### src/rtl/tpc_pkg.sv
package tpc_pkg;
  typedef enum logic [1:0] {
    ST_IDLE  = 2'd0,
    ST_ARMED = 2'd1,
    ST_DELAY = 2'd2,
    ST_EMIT  = 2'd3
  } tpc_state_t;
endpackage

### src/rtl/tpc_phase_det.sv
// Trigger edge and slot detector working on the two half-cycle captures.
module tpc_phase_det (
  input  logic clk,
  input  logic rst,
  input  logic trig_rise,
  input  logic trig_fall,
  output logic evt,
  output logic phase_odd
);
  // Last trigger level seen (odd-slot capture). Reset high so a level
  // that is already asserted does not look like an edge.
  logic last_lvl_q;

  always_ff @(posedge clk) begin
    if (rst) last_lvl_q <= 1'b1;
    else     last_lvl_q <= trig_fall;
  end

  always_comb begin
    evt       = !last_lvl_q && (trig_rise || trig_fall);
    phase_odd = !trig_rise;
  end

  // an edge in the odd slot needs the even-slot capture low
  p_odd_means_late_r3: assert property (@(posedge clk) disable iff (rst)
    (evt && phase_odd) |-> (trig_fall && !trig_rise));
endmodule

### src/rtl/tpc_seq.sv
// Arm / wait / delay / emit sequencer.
module tpc_seq
  import tpc_pkg::*;
#(
  parameter int TRIM_W = 6,
  parameter int LEN_W  = 10
) (
  input  logic              clk,
  input  logic              rst,
  input  logic              arm,
  input  logic [TRIM_W-1:0] trim,
  input  logic [LEN_W-1:0]  rec_len,
  input  logic              evt,
  input  logic              phase_odd,
  output logic              emit,
  output logic              emit_first,
  output logic              slot_odd
);
  localparam int TOT_W = TRIM_W + 1;

  tpc_state_t        state_q;
  logic [TRIM_W-1:0] trim_q;
  logic [LEN_W-1:0]  len_q;
  logic [TRIM_W-1:0] wait_q;
  logic [LEN_W-1:0]  left_q;
  logic              slot_q;
  logic              first_q;
  logic [TOT_W-1:0]  total;

  assign total = {1'b0, trim_q} + {{TRIM_W{1'b0}}, phase_odd};

  always_ff @(posedge clk) begin
    if (rst) begin
      state_q <= ST_IDLE;
      trim_q  <= '0;
      len_q   <= '0;
      wait_q  <= '0;
      left_q  <= '0;
      slot_q  <= 1'b0;
      first_q <= 1'b0;
    end else begin
      case (state_q)
        ST_IDLE, ST_ARMED: begin
          if (arm) begin
            trim_q  <= trim;
            len_q   <= rec_len;
            state_q <= ST_ARMED;
          end else if (state_q == ST_ARMED && evt) begin
            slot_q  <= total[0];
            wait_q  <= total[TOT_W-1:1];
            left_q  <= (len_q == '0) ? LEN_W'(1) : len_q;
            first_q <= 1'b1;
            state_q <= (total[TOT_W-1:1] == '0) ? ST_EMIT : ST_DELAY;
          end
        end
        ST_DELAY: begin
          wait_q <= wait_q - 1'b1;
          if (wait_q == TRIM_W'(1)) state_q <= ST_EMIT;
        end
        ST_EMIT: begin
          first_q <= 1'b0;
          left_q  <= left_q - 1'b1;
          if (left_q == LEN_W'(1)) state_q <= ST_IDLE;
        end
        default: state_q <= ST_IDLE;
      endcase
    end
  end

  always_comb begin
    emit       = (state_q == ST_EMIT);
    emit_first = first_q;
    slot_odd   = slot_q;
  end

  // the delay counter is never zero while waiting
  p_wait_nonzero_r7: assert property (@(posedge clk) disable iff (rst)
    (state_q == ST_DELAY) |-> (wait_q != '0));
  // remaining count stays within the latched length
  p_left_bound_r8: assert property (@(posedge clk) disable iff (rst)
    (state_q == ST_EMIT) |-> (left_q != '0 && (len_q == '0 || left_q <= len_q)));
  // the last pair returns the block to idle
  p_last_to_idle_r9: assert property (@(posedge clk) disable iff (rst)
    (state_q == ST_EMIT && left_q == LEN_W'(1)) |=> (state_q == ST_IDLE));
  // a running record never falls back to waiting for a trigger
  p_no_rearm_busy_r9: assert property (@(posedge clk) disable iff (rst)
    (state_q == ST_DELAY || state_q == ST_EMIT) |=> (state_q != ST_ARMED));
endmodule

### src/rtl/tpc_align.sv
// Re-pairs the two sample lanes according to the start slot.
module tpc_align #(
  parameter int DATA_W = 12
) (
  input  logic              clk,
  input  logic              rst,
  input  logic [DATA_W-1:0] samp_even,
  input  logic [DATA_W-1:0] samp_odd,
  input  logic              emit,
  input  logic              emit_first,
  input  logic              slot_odd,
  output logic              out_valid,
  output logic              out_first,
  output logic [DATA_W-1:0] out_even,
  output logic [DATA_W-1:0] out_odd
);
  localparam int LANES = 2;

  logic [DATA_W-1:0] held_q [LANES];
  logic [DATA_W-1:0] lane_in [LANES];

  assign lane_in[0] = samp_even;
  assign lane_in[1] = samp_odd;

  for (genvar g = 0; g < LANES; g++) begin : g_hold
    always_ff @(posedge clk) begin
      if (rst) held_q[g] <= '0;
      else     held_q[g] <= lane_in[g];
    end
  end

  always_ff @(posedge clk) begin
    if (rst) begin
      out_valid <= 1'b0;
      out_first <= 1'b0;
      out_even  <= '0;
      out_odd   <= '0;
    end else begin
      out_valid <= emit;
      out_first <= emit && emit_first;
      if (emit) begin
        if (slot_odd) begin
          out_even <= held_q[1];
          out_odd  <= samp_even;
        end else begin
          out_even <= held_q[0];
          out_odd  <= held_q[1];
        end
      end
    end
  end

  // a marker is only ever on a valid pair
  p_first_valid_r8: assert property (@(posedge clk) disable iff (rst)
    out_first |-> out_valid);
  // every burst of valid output opens with the marker
  p_burst_opens_r8: assert property (@(posedge clk) disable iff (rst)
    $rose(out_valid) |-> out_first);
  // the marker never lasts two cycles
  p_first_single_r8: assert property (@(posedge clk) disable iff (rst)
    out_first |=> !out_first);
endmodule

### src/rtl/trig_phase_capture.sv
module trig_phase_capture #(
  parameter int DATA_W = 12,
  parameter int TRIM_W = 6,
  parameter int LEN_W  = 10
) (
  input  logic              clk,
  input  logic              rst,
  input  logic              arm,
  input  logic [TRIM_W-1:0] trim,
  input  logic [LEN_W-1:0]  rec_len,
  input  logic              trig_rise,
  input  logic              trig_fall,
  input  logic [DATA_W-1:0] samp_even,
  input  logic [DATA_W-1:0] samp_odd,
  output logic              out_valid,
  output logic              out_first,
  output logic [DATA_W-1:0] out_even,
  output logic [DATA_W-1:0] out_odd
);
  logic evt, phase_odd, emit, emit_first, slot_odd;

  tpc_phase_det u_det (
    .clk       (clk),
    .rst       (rst),
    .trig_rise (trig_rise),
    .trig_fall (trig_fall),
    .evt       (evt),
    .phase_odd (phase_odd)
  );

  tpc_seq #(.TRIM_W(TRIM_W), .LEN_W(LEN_W)) u_seq (
    .clk        (clk),
    .rst        (rst),
    .arm        (arm),
    .trim       (trim),
    .rec_len    (rec_len),
    .evt        (evt),
    .phase_odd  (phase_odd),
    .emit       (emit),
    .emit_first (emit_first),
    .slot_odd   (slot_odd)
  );

  tpc_align #(.DATA_W(DATA_W)) u_align (
    .clk        (clk),
    .rst        (rst),
    .samp_even  (samp_even),
    .samp_odd   (samp_odd),
    .emit       (emit),
    .emit_first (emit_first),
    .slot_odd   (slot_odd),
    .out_valid  (out_valid),
    .out_first  (out_first),
    .out_even   (out_even),
    .out_odd    (out_odd)
  );

  // nothing comes out in the cycle right after reset
  p_quiet_after_reset_r1: assert property (@(posedge clk)
    $past(rst) |-> !out_valid);
endmodule

### config.mk
export PLATFORM = sky130hd
export DESIGN_NAME = trig_phase_capture
export DESIGN_NICKNAME = d
export VERILOG_FILES = /design/src/rtl/tpc_pkg.sv /design/src/rtl/tpc_phase_det.sv /design/src/rtl/tpc_seq.sv /design/src/rtl/tpc_align.sv /design/src/rtl/trig_phase_capture.sv
export SDC_FILE = /design/constraint.sdc
export NUM_CORES = 1
export LEC_CHECK = 0
export BUFFER_PORTS_ARGS = -buffer_cell sky130_fd_sc_hd__buf_2
export CORE_AREA = 5 5 77 97
export CTS_CLUSTER_DIAMETER = 100
export DETAILED_ROUTE_END_ITERATION = 7
export DIE_AREA = 0 0 82 102
export GPL_TIMING_DRIVEN = 0
export PLACE_DENSITY_LB_ADDON = 0.25
export SKIP_CTS_REPAIR_TIMING = 1
export SLEW_MARGIN = 40
export SYNTH_ARGS = -nofsm -noshare
export SYNTH_HDL_FRONTEND = slang
export SYNTH_SLANG_ARGS = --single-unit
export TNS_END_PERCENT = 20
### constraint.sdc
create_clock -name clk -period 2.4 [get_ports clk]
set_input_delay 0.24 -clock clk [delete_from_list [all_inputs] [get_ports clk]]
set_output_delay 0.24 -clock clk [all_outputs]
set_load 0.005 [all_outputs]
==> impl_results.md <==
* Status: completed
* Vias in the first global route at 3,067
* Syn_nets at 462
* FFs w/ async S/R, synth at 0
* Tmin final at 1.70 ns
* Final Net Count at 542
* EDFF count, synth at 0
* RSZ-0062 raised after global routing: no
* Post-route setup slack at 0.704 ns
* Final core occ at 0.675
* Commonest non-fill, non-tap cell in the layout: dfxtp_1
* DIE HEIGHT at 102 um
* Clk slew on worst S/H paths at 0.10 ns
* Buffers on Ports at 69
* Lkg Pwr at 1.68 nW
* Die X at 82 um
* Commonest cells after routing, fill and taps aside: 87 x dfxtp_1, 83 x buf_2, 41 x nand2_1
* CTS max path bufs at 2
* Syn Area/Cell at 9.03 um2
* WL/cell at 15.5 um
* Drt pass-1 iters at 5
* Rel. slew slack at 0.604
* Footprint of the multi-input gates at 0.00179 mm2
* Overall routing resource usage at 0.226
* Distinct cell type count after synthesis at 52
* GRT overflow at 0
* Initial Util at 0.575
* ANT nets after route at 0
* Mapped cell area at 0.00370 mm2
* Reg area at 0.00174 mm2
* Setup violators final at 0
* Critical Path AT at 1.92 ns
* Fin Setup TNS at 0 ns
* Register area share after synthesis at 0.470
* Cell Area, Placed at 0.00416 mm2
* DRC errors left at 0
* Global-route wire length before repair at 14,500 um
* Sink Count at 87
* Final Cycle Share at 0.707
* Final Hold Viols at 0
* Area delta synth->final at 17.5%
* CP max FO at 6
* RD Place Congestion at 0.948
* Largest net degree at the start of global routing at 16
* WHS at 0.0821 ns
* # rows at 33
* GRT busiest layer: met2
* Worst EP required at 2.62 ns
* Violation count after the first detailed-routing iteration at 129
* Initial antenna violation count at 0
* HP Class: input port to flip-flop
* Slew Viols, Final at 0
* H-tree levels at 3
* Max cap viols at 0
* Met1 Use GR at 0.265
* PD cells at 644 mW/mm2
* Syn. warnings at 0
* Pre-CTS setup slack at 0.717 ns
* Met2 usage at 0.413
* Worst Setup End Kind: flip-flop
* Max Fclk at 590 MHz
* Cells after synthesis at 410
* Synth Register Bits at 87
* Post-detail-place hpwl at 6540 um
* Boundary pin count at 71
* Worst-Skew Late Latency at 0.36 ns
* Slew @ Worst Pin at 0.594 ns
* Die area at 0.00836 mm2
* CP Class: flip-flop to flip-flop
* Core area at 0.00644 mm2
* Share of layout cells above drive strength 1 at 0.223
* Finished layout cell area at 0.00435 mm2
* Setup Skew at 0.0131 ns
* CP Launch Type: flip-flop
* Diode count at 0
* Inserted Clock Buffers at 9
* Max VDD drop at 0.472 mV
* GRT met3 Usage at 0.0388
* CTS tree: done
* Via Count at 3,235
* Vias per cell at 5.57
* Main synth FF type: dfxtp_1
* Root buf cell: clkbuf_8
* Fillcell total at 583
* WL final at 9030 um
## layout make-up
cell class / instances / area share
multi-input cells: 286 / 0.410
well taps: 87 / 0.0250
clock inverters: 6 / 0.0161
flip-flops and latches: 87 / 0.400
inverters: 8 / 0.00690
clock buffers: 9 / 0.0285
plain buffers: 29 / 0.0334
repair buffers: 69 / 0.0794
## report_power, final
group	internal, mW	total [mW]	switching, mW
Combinational	0.110	0.250	0.140
Sequential	1.49	1.53	0.0377
Clock	0.482	1.02	0.538
Total	2.09	2.80	0.716
## through the flow
stage / std cells / power [mW]
6_report: 581 / 2.80
5_1_grt: 581 / 2.90
4_1_cts: 581 / 2.81
3_5_place_dp: 566 / 1.81
3_3_place_gp: 566 / 1.80
2_1_floorplan: 410 / 1.72
## critical path: stages, from the launching register on
cell	delay [ns]
dfxtp_1	0.38
inv_1	0.08
ha_1	0.22
or4b_4	0.50
o21a_1	0.18
o21ai_1	0.13
a21oi_1	0.07
## Yosys cell counts (3+ instances only)
cell type	count	area (um2)
dfxtp_1	87	1740
nand2_1	41	154
nor2_1	38	143
a21oi_1	32	160
a211oi_1	26	195
nor2b_1	25	156
mux2i_1	24	240
buf_2	14	70.1
a31oi_1	11	68.8
nand3_1	11	55.1
nor3_1	11	55.1
clkbuf_1	8	30.0
inv_1	8	30.0
ha_1	7	87.6
and2_1	5	31.3
o21ai_0	5	25.0
nand2b_1	4	25.0
a311oi_1	3	26.3
buf_1	3	11.3
buf_4	3	22.5
nor4_1	3	18.8
xnor2_1	3	26.3
## logic make-up after synthesis
kind of cell               synth area share
buffers and inverters                0.0473
adders and majority gates            0.0237
xor gates and xnor gates            0.00946
muxes                                0.0649
AOI/OAI and AO/OA                     0.177
DFF                                   0.470
and+or+nand+nor                       0.207
## path summary, 6_finish.rpt
path / endpoint / from / depth (start not counted) / slack, ns
worst max-delay path: u_seq.left_q[6] / u_seq.left_q[0] / 6 / 0.70
worst min-delay path: u_align.held_q[1][9] / samp_odd[9] / 2 / 0.08
worst max register to register: u_seq.left_q[6] / u_seq.left_q[0] / 6 / 0.70
worst min register to register: u_seq.len_q[0] / u_seq.len_q[0] / 2 / 0.47
## state kept, by name, indices dropped and copies added (netlist names)
| name | count |
|---|---|
| u_seq.slot_odd | 1 |
| u_seq.wait_q | 6 |
| u_align.out_first | 1 |
| u_align.out_odd | 12 |
| u_seq.emit_first | 1 |
| u_seq.trim_q | 6 |
| u_seq.left_q | 10 |
| u_align.out_valid | 1 |
| u_det.last_lvl_q | 1 |
| u_align.out_even | 12 |
| u_seq.len_q | 10 |
| u_seq.state_q | 2 |
| u_align.held_q | 24 |
## layer usage
metal  vias to the layer above  share of wire
li1                       1608              -
met1                      1512           0.40
met2                       104           0.53
met3                        11          0.062
met4                         0          0.013
met5                         -              0
No activity file was read; power rests on OpenSTA's default activity.
